$ cat src/rtl/ramp_adc_pkg.sv
// Shared types for the counter-ramp converter controller.
// Assumes: included first in compile order.
package ramp_adc_pkg;

    // Run configuration sampled each clock; a change forces a restart.
    typedef struct packed {
        logic dir_down;
        logic feedback;
    } radc_cfg_t;

    // Reason a capture fires, used to steer the capture decision.
    typedef enum logic [1:0] {
        CAP_NONE  = 2'd0,
        CAP_LEVEL = 2'd1,
        CAP_EDGE  = 2'd2,
        CAP_END   = 2'd3
    } radc_cap_e;

endpackage

$ cat src/rtl/radc_sync.sv
// Multi-flop synchronizer for one asynchronous bit.
// Assumes: STAGES >= 2; output is low during reset.
module radc_sync #(
    parameter int STAGES = 2
) (
    input  logic clk,
    input  logic rst_n,
    input  logic d,
    output logic q
);

    logic [STAGES-1:0] chain;

    // Shift the raw bit through the flop chain.
    always_ff @(posedge clk) begin
        if (!rst_n) begin
            chain <= '0;
        end else begin
            chain <= {chain[STAGES-2:0], d};
        end
    end

    assign q = chain[STAGES-1];

endmodule

$ cat src/rtl/radc_tick.sv
// Step-rate divider: raises tick once every div+1 clocks while not held.
// Assumes: hold forces a fresh count from zero on the following cycle.
module radc_tick #(
    parameter int DIV_W = 8
) (
    input  logic             clk,
    input  logic             rst_n,
    input  logic             hold,
    input  logic [DIV_W-1:0] div,
    output logic             tick
);

    logic [DIV_W-1:0] cnt;

    // Tick on reaching the programmed limit; >= tolerates a lowered limit.
    assign tick = !hold && (cnt >= div);

    // Count clocks between ticks; restart from zero on hold or tick.
    always_ff @(posedge clk) begin
        if (!rst_n) begin
            cnt <= '0;
        end else if (hold || tick) begin
            cnt <= '0;
        end else begin
            cnt <= cnt + DIV_W'(1);
        end
    end

endmodule

$ cat src/rtl/radc_ramp.sv
// Up/down ramp counter that drives the DAC code.
// Assumes: restart has priority over step; saturate selects hold-at-end
// instead of wrap.
module radc_ramp #(
    parameter int CODE_W = 8
) (
    input  logic              clk,
    input  logic              rst_n,
    input  logic              restart,
    input  logic              step,
    input  logic              dir_down,
    input  logic              saturate,
    output logic [CODE_W-1:0] code
);

    localparam logic [CODE_W-1:0] CODE_MAX = {CODE_W{1'b1}};

    logic [CODE_W-1:0] start_val;
    logic [CODE_W-1:0] end_val;
    logic              at_end;

    // Start and end points of the current direction.
    always_comb begin
        start_val = dir_down ? CODE_MAX : '0;
        end_val   = dir_down ? '0 : CODE_MAX;
        at_end    = (code == end_val);
    end

    // Load the start value, step once per tick, or hold at the end.
    always_ff @(posedge clk) begin
        if (!rst_n) begin
            code <= '0;
        end else if (restart) begin
            code <= start_val;
        end else if (step && !(saturate && at_end)) begin
            code <= dir_down ? (code - CODE_W'(1)) : (code + CODE_W'(1));
        end
    end

endmodule

$ cat src/rtl/radc_capture.sv
// Synchronizes the comparator, aligns the code with it, decides captures and
// registers the result with its valid pulse.
// Assumes: abort and restart come from the parent; restart includes the
// capture-driven restart; the blanking window covers synchronizer + edge flop.
module radc_capture
    import ramp_adc_pkg::*;
#(
    parameter int CODE_W      = 8,
    parameter int SYNC_STAGES = 2
) (
    input  logic              clk,
    input  logic              rst_n,
    input  logic              abort,
    input  logic              restart,
    input  logic              dir_down,
    input  logic              feedback,
    input  logic [CODE_W-1:0] code,
    input  logic              cmp_raw,
    output logic              settled,
    output logic              fire,
    output logic [CODE_W-1:0] result,
    output logic              valid
);

    localparam int                BLANK    = SYNC_STAGES + 1;
    localparam int                BW       = $clog2(BLANK + 1);
    localparam logic [CODE_W-1:0] CODE_MAX = {CODE_W{1'b1}};

    logic              cmp_s;
    logic              cmp_p;
    logic [CODE_W-1:0] dly [SYNC_STAGES];
    logic [CODE_W-1:0] code_al;
    logic [BW-1:0]     blank;
    logic              at_end_al;
    radc_cap_e         cause;

    radc_sync #(
        .STAGES(SYNC_STAGES)
    ) u_sync (
        .clk  (clk),
        .rst_n(rst_n),
        .d    (cmp_raw),
        .q    (cmp_s)
    );

    // Code delay line, one stage per synchronizer flop.
    for (genvar g = 0; g < SYNC_STAGES; g++) begin : g_dly
        // Move the code one stage further, in step with the synchronizer.
        always_ff @(posedge clk) begin
            if (!rst_n) begin
                dly[g] <= '0;
            end else if (g == 0) begin
                dly[g] <= code;
            end else begin
                dly[g] <= dly[(g == 0) ? 0 : g-1];
            end
        end
    end

    assign code_al   = dly[SYNC_STAGES-1];
    assign settled   = (blank == '0);
    assign at_end_al = (code_al == (dir_down ? '0 : CODE_MAX));

    // Pick the capture cause from the aligned comparator and code.
    always_comb begin
        cause = CAP_NONE;
        if (settled && !abort) begin
            if (feedback) begin
                if (cmp_s) begin
                    cause = CAP_LEVEL;
                end else if (at_end_al) begin
                    cause = CAP_END;
                end
            end else if (cmp_s && !cmp_p) begin
                cause = CAP_EDGE;
            end
        end
    end

    assign fire = (cause != CAP_NONE);

    // Remember the previous synchronized comparator for edge detection.
    always_ff @(posedge clk) begin
        if (!rst_n) begin
            cmp_p <= 1'b0;
        end else begin
            cmp_p <= cmp_s;
        end
    end

    // Blank decisions until the pipeline holds post-restart samples.
    always_ff @(posedge clk) begin
        if (!rst_n) begin
            blank <= BW'(BLANK);
        end else if (restart) begin
            blank <= BW'(BLANK);
        end else if (!settled) begin
            blank <= blank - BW'(1);
        end
    end

    // Register the captured code and its one-cycle valid pulse.
    always_ff @(posedge clk) begin
        if (!rst_n) begin
            result <= '0;
            valid  <= 1'b0;
        end else begin
            valid <= fire;
            if (fire) begin
                result <= code_al;
            end
        end
    end

endmodule

$ cat src/rtl/ramp_adc_ctrl.sv
// Counter-ramp converter controller: ramps a DAC code, watches a comparator
// and captures the tripping code in restart or free-running mode.
// Assumes: the comparator reads 1 once the test level has reached the input
// in the selected direction; code holds at its start during blanking.
module ramp_adc_ctrl
    import ramp_adc_pkg::*;
#(
    parameter int CODE_W      = 8,
    parameter int DIV_W       = 8,
    parameter int SYNC_STAGES = 2
) (
    input  logic              clk,
    input  logic              rst_n,
    input  logic              run_en,
    input  logic              dir_down,
    input  logic              feedback,
    input  logic [DIV_W-1:0]  tick_div,
    input  logic              cmp_in,
    output logic [CODE_W-1:0] dac_code,
    output logic [CODE_W-1:0] result,
    output logic              valid
);

    radc_cfg_t cfg_now;
    radc_cfg_t cfg_q;
    logic      cfg_change;
    logic      abort;
    logic      restart;
    logic      settled;
    logic      fire;
    logic      tick;

    assign cfg_now    = '{dir_down: dir_down, feedback: feedback};
    assign cfg_change = (cfg_now != cfg_q);
    assign abort      = !run_en || cfg_change;
    assign restart    = abort || (fire && feedback);

    // Keep last cycle's configuration to spot mode or direction changes.
    always_ff @(posedge clk) begin
        if (!rst_n) begin
            cfg_q <= '0;
        end else begin
            cfg_q <= cfg_now;
        end
    end

    radc_tick #(
        .DIV_W(DIV_W)
    ) u_tick (
        .clk  (clk),
        .rst_n(rst_n),
        .hold (restart || !settled),
        .div  (tick_div),
        .tick (tick)
    );

    radc_ramp #(
        .CODE_W(CODE_W)
    ) u_ramp (
        .clk     (clk),
        .rst_n   (rst_n),
        .restart (restart),
        .step    (tick),
        .dir_down(dir_down),
        .saturate(feedback),
        .code    (dac_code)
    );

    radc_capture #(
        .CODE_W     (CODE_W),
        .SYNC_STAGES(SYNC_STAGES)
    ) u_cap (
        .clk     (clk),
        .rst_n   (rst_n),
        .abort   (abort),
        .restart (restart),
        .dir_down(dir_down),
        .feedback(feedback),
        .code    (dac_code),
        .cmp_raw (cmp_in),
        .settled (settled),
        .fire    (fire),
        .result  (result),
        .valid   (valid)
    );

endmodule

$ cat config.mk
export PLATFORM = sky130hd
export DESIGN_NAME = ramp_adc_ctrl
export DESIGN_NICKNAME = d
export VERILOG_FILES = /design/src/rtl/ramp_adc_pkg.sv /design/src/rtl/radc_sync.sv /design/src/rtl/radc_tick.sv /design/src/rtl/radc_ramp.sv /design/src/rtl/radc_capture.sv /design/src/rtl/ramp_adc_ctrl.sv
export SDC_FILE = /design/constraint.sdc
export NUM_CORES = 1
export LEC_CHECK = 0
export BUFFER_PORTS_ARGS = -buffer_cell sky130_fd_sc_hd__buf_2
export CORE_MARGIN = 3
export CORE_UTILIZATION = 40
export DETAILED_ROUTE_END_ITERATION = 8
export PLACE_DENSITY = 0.58
export RECOVER_POWER = 50
export SLEW_MARGIN = 10
export SYNTH_ARGS = -nofsm -noshare
export SYNTH_HDL_FRONTEND = slang
export SYNTH_SLANG_ARGS = --single-unit
$ cat constraint.sdc
create_clock -name clk -period 2.65 [get_ports clk]
set_clock_uncertainty 0.1 [all_clocks]
set_input_delay 0 -clock clk [delete_from_list [all_inputs] [get_ports clk]]
set_output_delay 0 -clock clk [all_outputs]
set_load 0.01 [all_outputs]
# Word-level counts from Yosys, hierarchy flattened
# Memories as Yosys holds them, arrays and structs flattened.
# Index checks and enable logic that the tools add are counted.
# totals
word_cells,56
reg_bits,32
out_inout_bits,17
ramBits,16
n_memories,1
input_bits,14
# mem_list
memory,words,width,read_ports,rd_clocked_by_memory_dff,write_ports,line,source
u_cap.dly,2,8,2,0,2,radc_capture.sv:31,logic [CODE_W-1:0] dly [SYNC_STAGES];
# classes
n_eq_ne,3
reduce_logical,21
n_lt_le_gt_ge,1
n_bitwise,3
add_sub_neg,4
n_mux,14
# op_table
cell,count
$mux 8,7
$add 8x1->8 const B,2
$eq 8x8->1,2
$mux 2,5
$ge 8x8->1,1
$sub 8x1->8 const B,1
$logic_and 1x1->1,6
$logic_not 1->1,6
$logic_or 1x1->1,4
$reduce_bool 2->1,2
$reduce_or 2->1,2
$logic_not 2->1,1
$mux 1,2
$ne 2x2->1,1
$or 1x1->1,2
$sub 2x1->2 const B,1
$not 1->1,1

# Longest topological paths before layout
# Gate-level depths: netlist (run 1).
# depth
ltp_word,15
ltp_mapped,9
ltp_nobuf,8

# Cells and area by module
# A second synthesis (run 1) with hierarchy kept.
# hier_totals
hier_cells,261
hier_area_um2,2469.9
# by_module_without_submodules
mod,cells_per_inst,seq_area_each_um2,n_inst,area_per_inst_um2
radc_capture,103,560.5,1,1089.8
radc_ramp,82,160.2,1,684.4
radc_tick,61,160.2,1,516.7
ramp_adc_ctrl,11,40.0,1,126.4
radc_sync,4,40.0,1,52.6

# Worst setup path after synthesis (run 1)
# No wires, ideal clock.
# synth_path
path_type,register -> register
from,reg u_ramp.code[3]
to,reg u_ramp.code[7]
n_path_buf,0
period_less_slack_ns,2.320
required_ns,2.483
stages_incl_launch_ff,8
setup_ns,0.067
t_arrival_ns,2.154
slack_ns,0.330
path_cell_list,dfxtp_1 ha_1 and3_1 a221oi_2 o21ai_1 or4_1 a2111oi_0 nand4bb_1
# synth_via
elab_chain_cells,5
word_cells_on_any_way,10
cone_classes,add/sub: 2; eq/ne: 1; mux: 3; reduce/logical: 4
# synth_rtl
element,line,source
start: declaration,radc_ramp.sv:13,output logic [CODE_W-1:0] code
start signal: assignment,radc_ramp.sv:34,code <= start_val;
start signal: assignment,radc_ramp.sv:36,code <= dir_down ? (code - CODE_W'(1)) : (code + CODE_W'(1));
branches (longest 5 deep; another with $add 8x1->8),n/a,
# Several ways; the timed one is not identified. The select of a mux whose other input is x is not followed.
# A chain may end at the register's enable or synchronous reset.

# Final worst setup path (run 1)
# Same ends and word-level chain as after synthesis.

==> out/qor.yml, run 1 <==
final_layout:
  diodes: 0
  nNetsFinal: 305
  final_layout_size_suffix_gt1_share_pct: 11.6
  final_util_pct: 48.9
  instances_no_fill: 345
  area_delta_synth_final_pct: 13.8
  multi_input_area_mm2: 0.00120
  num-fill-cells: 536
  seqCellArea_um2: 961
grt:
  grt_pass1_wl_um: 7520
  overflow: 0
  grt_pass1_vias: 1503
  grt_max_degree: 23
  antenna_found_initial: 0
  grt_use_total_pct: 14.6
worst_setup_path:
  cp_slowest_cell: "or4_1"
  cp_top_family: "compound AO/OA/AOI/OAI gates"
  crit_path_end_kind: "flip-flop"
  startpoint: "u_ramp.code[3]"
  reg2regPathDepth: 7
  criticalPathCategory: "flip-flop to flip-flop"
  reg2reg_setup_slack_ns: 0.18
  cp_cell_sequence: "ha_1, and3_1, a221oi_2, o21ai_1, or4_1, a2111oi_0, nand4bb_1"
  start_kind: "flip-flop"
  worstPathRequired_ns: 2.80
  worst_ep_arrival_time_ns: 2.62
  cp.depth: 7
  rr_startpoint: "u_ramp.code[3]"
  crit_path_end: "u_ramp.code[7]"
  r2r-end: "u_ramp.code[7]"
  crit_fanout: 5
  critPathBufInv: 0
  slowest_delay_ns: 0.41
cts:
  numCtsBuffers: 5
  cts_tree: "done"
  cts_max_level: 2
  cts_resized: 0
  clk_pin_slew_ns: 0.09
  cts.sinks: 48
  cts_buffer_depth: 2
  root_buffer: "clkbuf_8"
  clk_latency_ns: 0.30
timing:
  period_share_pct: 93.4
  finalHoldViolCount: 0
  fmax_mhz: 404
  setup_viol: 0
  tns_ns: 0
  layout_setup_ws_ns: 0.175
  whs_ns: 0.0571
  tightest_slew_ns: 0.798
  grt_setup_unrepaired: "no"
  period_minus_slack_ns: 2.47
  maxSlewViolCount: 0
  relSlewSlack_pct: 46.8
place:
  dp_hpwl_um: 3260
  place_ws_ns: 0.195
  io_buffers: 30
  gp_congestion: 0.872
  dp_cells: 334
flow_run:
  drv_cap: 0
logic_synthesis:
  synth_cell_types: 52
  syn_area_per_cell_um2: 9.56
  synth_edf_count: 0
  synth_common_cells: "48 x dfxtp_1, 28 x nor2_1, 21 x inv_1"
  synthCells: 240
  syn_nets: 271
  ys_seq_area_share_pct: 41.9
  async_reset_ff_share_pct: 0
  synth_top_area_share_pct: 41.9
  synth_top_flop_cell: "dfxtp_1"
  yosysTopAreaCell: "dfxtp_1"
  synth_most_common_cell: "dfxtp_1"
  ys_ff_latch: 48
  yosys_warnings: 0
  synth_area_leaders: "dfxtp_1 42%, ha_1 8.7%, nor2_1 4.6%"
  synthesis.area_mm2: 0.00229
power_and_ir_drop:
  power.internal_mw: 1.04
  ir_drop_mv: 0.216
  p_comb_share_pct: 12.4
  leakage_nw: 1.08
  seq_power_share_pct: 54.5
  powerDensity_mw_per_mm2: 536
  switchingPower_uw: 365
  pwr-share-clk_pct: 33.1
  sw_frac_of_total_pct: 26.1
detailed_routing:
  wl_per_cell_um: 13.1
  drt-initial-drc-count: 40
  drtPass1Iterations: 4
  wl_um: 4520
  via_count: 1720
  via_per_inst: 4.99
  drc: 0
  postRouteAntennaNets: 0
die:
  die-width_um: 81.7
  start_util_pct: 43.0
  placementRows: 26
  die_area_mm2: 0.00668
  core_area_mm2: 0.00534
  die_h_um: 81.7
  io_pins: 31
hold_path:
  hold_class: "input pin to flip-flop"
outcome:
  status: "finished clean"
[layout by cell type (no fill, tap or decap), types with 3 or more instances in the layout]
| cell type | Yosys | final |
|---|---|---|
| a211oi_1 | 4 | 4 |
| a21o_1 | 4 | 4 |
| a21oi_1 | 7 | 7 |
| a311oi_1 | 3 | 3 |
| and2_0 | 0 | 5 |
| and2_1 | 14 | 9 |
| and3_1 | 4 | 4 |
| buf_2 | 0 | 13 |
| buf_4 | 0 | 3 |
| clkbuf_1 | 7 | 17 |
| clkbuf_8 | 0 | 6 |
| dfxtp_1 | 48 | 48 |
| dlygate4sd3_1 | 0 | 3 |
| ha_1 | 16 | 16 |
| inv_1 | 21 | 21 |
| mux2i_1 | 9 | 9 |
| nand2_1 | 5 | 5 |
| nand3_1 | 8 | 8 |
| nor2_1 | 28 | 28 |
| nor2b_1 | 4 | 4 |
| nor3_1 | 3 | 3 |
| nor4_1 | 3 | 3 |
| o21ai_1 | 3 | 3 |
| xnor2_1 | 5 | 5 |
| xor2_1 | 7 | 7 |
[logic make-up after synthesis]
| kind of cell | Yosys count | synth area share, % |
|---|---|---|
| mux | 9 | 3.93 |
| fa+ha+maj | 17 | 9.60 |
| buf+inv | 31 | 5.73 |
| xor+xnor | 12 | 4.58 |
| compound gates | 39 | 13.9 |
| flops | 48 | 41.9 |
| simple gates | 84 | 20.4 |
[per-layer routing]
layer	part of all wire, %	track usage, %	up-vias
met3	4.9	3.29	5
li1	-	-	906
met1	53	21.7	764
met5	0	0	-
met2	41	20.7	45
met4	1.2	4.98	0
[stage by stage]
stage          power [mW]  cell area (µm²)
2_1_floorplan       0.901             2290
3_3_place_gp        0.950             2510
3_5_place_dp        0.952             2510
4_1_cts              1.41             2630
5_1_grt              1.47             2610
6_report             1.40             2610
[sequential cells by signal (all words and copies together), names as in the netlist]
signal / flops
u_tick.cnt: 8
u_cap.valid: 1
u_cap.blank: 2
u_ramp.code: 8
u_cap.u_sync.chain: 2
u_cap.dly: 16
cfg_q: 2
u_cap.cmp_p: 1
u_cap.result: 8
[cell type report]
cell class | instances | share of cell area, %
timing repair buffer | 36 | 6.95
clock buffer | 6 | 3.16
multi-input combinational | 161 | 46.0
inverter | 22 | 3.16
clock inverter | 2 | 0.527
tap | 70 | 3.35
sequential | 48 | 36.8
[what timing repair did]
action                                  4_1_cts  5_1_grt
hold buffers                                  3        0
endpoints found under the setup margin        0        0
setup buffers                                 0        0
hold endpoints to repair                      4        0
[power by group through the flow]
stage	Combinational (mW)	Clock [mW]	Sequential (mW)
2_1_floorplan	0.120	0	0.780
3_3_place_gp	0.171	0	0.779
3_5_place_dp	0.172	0	0.780
4_1_cts	0.176	0.475	0.763
5_1_grt	0.196	0.510	0.767
6_report	0.174	0.464	0.763
[worst register-to-register path, cell delays in order (launching register included)]
cell,delay [ns]
dfxtp_1,0.33
ha_1,0.33
and3_1,0.22
a221oi_2,0.35
o21ai_1,0.15
or4_1,0.41
a2111oi_0,0.36
nand4bb_1,0.17
[how the worst min path moves through the flow]
stage,start,to,slack (ns),depth (start not counted)
after floorplan,cmp_in,u_cap.u_sync.chain[0],0.03,1
after detailed placement,cmp_in,u_cap.u_sync.chain[0],0.11,2
after CTS,dir_down,cfg_q[1],0.04,3
final,dir_down,cfg_q[1],0.06,3
after global routing,dir_down,cfg_q[1],0.08,3
after global placement,cmp_in,u_cap.u_sync.chain[0],0.11,2
No activity file was read; power rests on OpenSTA's default activity.
==> run 2: changes to the inputs <==
CORE_MARGIN = default   (was 3)
==> out/qor.yml, run 2 (synthesis results as in run 1) <==
outcome:
  status: "finished clean"
final_layout:
  area_delta_synth_final_pct: 17.8
  instances_no_fill: 353
  diodes: 0
  largest_reg_flops: 16
  final_common_cell: "dfxtp_1"
  seqCellArea_um2: 961
  num-fill-cells: 533
  layout_common_cells: "48 x dfxtp_1, 28 x nor2_1, 22 x inv_1"
  nNetsFinal: 311
  final_util_pct: 49.1
  multi_input_area_mm2: 0.00121
  top_register: "u_cap.dly"
  final_layout_size_suffix_gt1_share_pct: 14.9
cts:
  cts.sinks: 48
  clk_latency_ns: 0.29
  cts_tree: "done"
  root_buffer: "clkbuf_8"
  clk_pin_slew_ns: 0.09
  cts_max_level: 2
  cts_buffer_depth: 2
  post_cts_buffers: 0
  numCtsBuffers: 5
worst_setup_path:
  cp_cell_sequence: "ha_1, and3_1, a221oi_4, o21ai_1, or4_1, a2111oi_0, nand4bb_1"
  worst_ep_arrival_time_ns: 2.68
  criticalPathCategory: "flip-flop to flip-flop"
  worstPathRequired_ns: 2.78
  cp_slowest_cell: "or4_1"
  crit_fanout: 5
  start_kind: "flip-flop"
  slowest_delay_ns: 0.42
  reg2regPathDepth: 7
  crit_path_end_kind: "flip-flop"
detailed_routing:
  postRouteAntennaNets: 0
  via_count: 1764
  wl_um: 4550
  drc: 0
  drt-initial-drc-count: 79
  drtPass1Iterations: 4
  via_per_inst: 5.00
  wl_per_cell_um: 12.9
grt:
  grt_max_degree: 22
  grt_use_total_pct: 16.9
  grt_pass1_wl_um: 7930
  overflow: 0
  antenna_found_initial: 0
  grt_pass1_vias: 1716
timing:
  fmax_mhz: 393
  relSlewSlack_pct: 50.2
  period_share_pct: 96.0
  finalHoldViolCount: 0
  period_minus_slack_ns: 2.54
  maxSlewViolCount: 0
  setup_viol: 0
  whs_ns: 0.0500
  tightest_slew_ns: 0.747
  layout_setup_ws_ns: 0.106
power_and_ir_drop:
  sw_frac_of_total_pct: 23.9
  pwr-share-clk_pct: 36.6
  finalPower_mw: 1.50
  p_comb_share_pct: 12.4
  ir_drop_mv: 0.267
  powerDensity_mw_per_mm2: 554
  leakage_nw: 1.15
  seq_power_share_pct: 51.0
  switchingPower_uw: 357
  power.internal_mw: 1.14
die:
  io_pins: 31
  placementRows: 27
  die_area_mm2: 0.00604
  die_h_um: 77.7
  die-width_um: 77.7
  start_util_pct: 41.7
  core_area_mm2: 0.00551
place:
  gp_congestion: 0.780
  dp_cells: 341
  place_ws_ns: 0.123
  io_buffers: 30
  dp_hpwl_um: 3380
flow_run:
  drv_cap: 0
hold_path:
  hold-path-cell-count: 3
  hold_class: "input pin to flip-flop"
-- run 2: cell types whose count changed in the layout (fill, tap and decap cells not counted) --
cell / delta
clkinv_2: -1
a221oi_4: +1
bufinv_16: +1
a221oi_2: -1
dlygate4sd3_1: +1
inv_1: +1
inv_6: -1
clkbuf_1: -6
buf_4: +4
buf_2: +7
inv_2: -1
clkinv_4: +1
-- run 2: power groups by stage --
stage,registers [mW],clock network (mW),logic (mW)
2_1_floorplan,0.780,0,0.120
3_3_place_gp,0.779,0,0.176
3_5_place_dp,0.780,0,0.177
4_1_cts,0.763,0.564,0.183
5_1_grt,0.768,0.599,0.209
6_report,0.763,0.548,0.185
-- run 2: repair_timing --
item	CTS	global route
gates resized for setup	0	1
hold endpoints to repair	15	0
endpoints found under the setup margin	0	1
hold buffers	4	0
-- run 2: stage by stage --
| step | TNS, ns | cell area (µm²) |
|---|---|---|
| after CTS | 0 | 2710 |
| final | 0 | 2700 |
| after global routing | -0.0202 | 2700 |
| after global placement | 0 | 2550 |
| after detailed placement | 0 | 2550 |
| after floorplan | 0 | 2290 |
-- run 2: area by class of cell --
class,instances,area share [%]
Multi-Input combinational cell,161,44.9
Inverter,22,3.06
Sequential cell,48,35.6
Clock inverter,2,1.44
Tap cell,72,3.33
Clock buffer,6,3.06
Timing Repair Buffer,42,8.66
-- run 2: critical path: cells and delay by family (launching register included) --
kind,cells,cell delay (ns)
simple gates,3,0.84
flops,1,0.34
fa+ha+maj,1,0.34
compound gates,3,0.87
-- run 2: metal layers --
| metal | track usage [%] | wire length, µm |
|---|---|---|
| met1 | 22.2 | 2340 |
| met2 | 26.0 | 1940 |
| met3 | 4.35 | 172 |
| met4 | 7.17 | 99 |
| met5 | 0 | 0 |
-- run 2: worst paths after layout --
check             slack, ns              end            start
setup / recovery       0.11   u_ramp.code[7]   u_ramp.code[3]
setup reg to reg       0.11   u_ramp.code[7]   u_ramp.code[3]
hold / removal         0.05         cfg_q[1]         dir_down
hold reg to reg        0.33  u_cap.dly[1][5]  u_cap.dly[0][5]
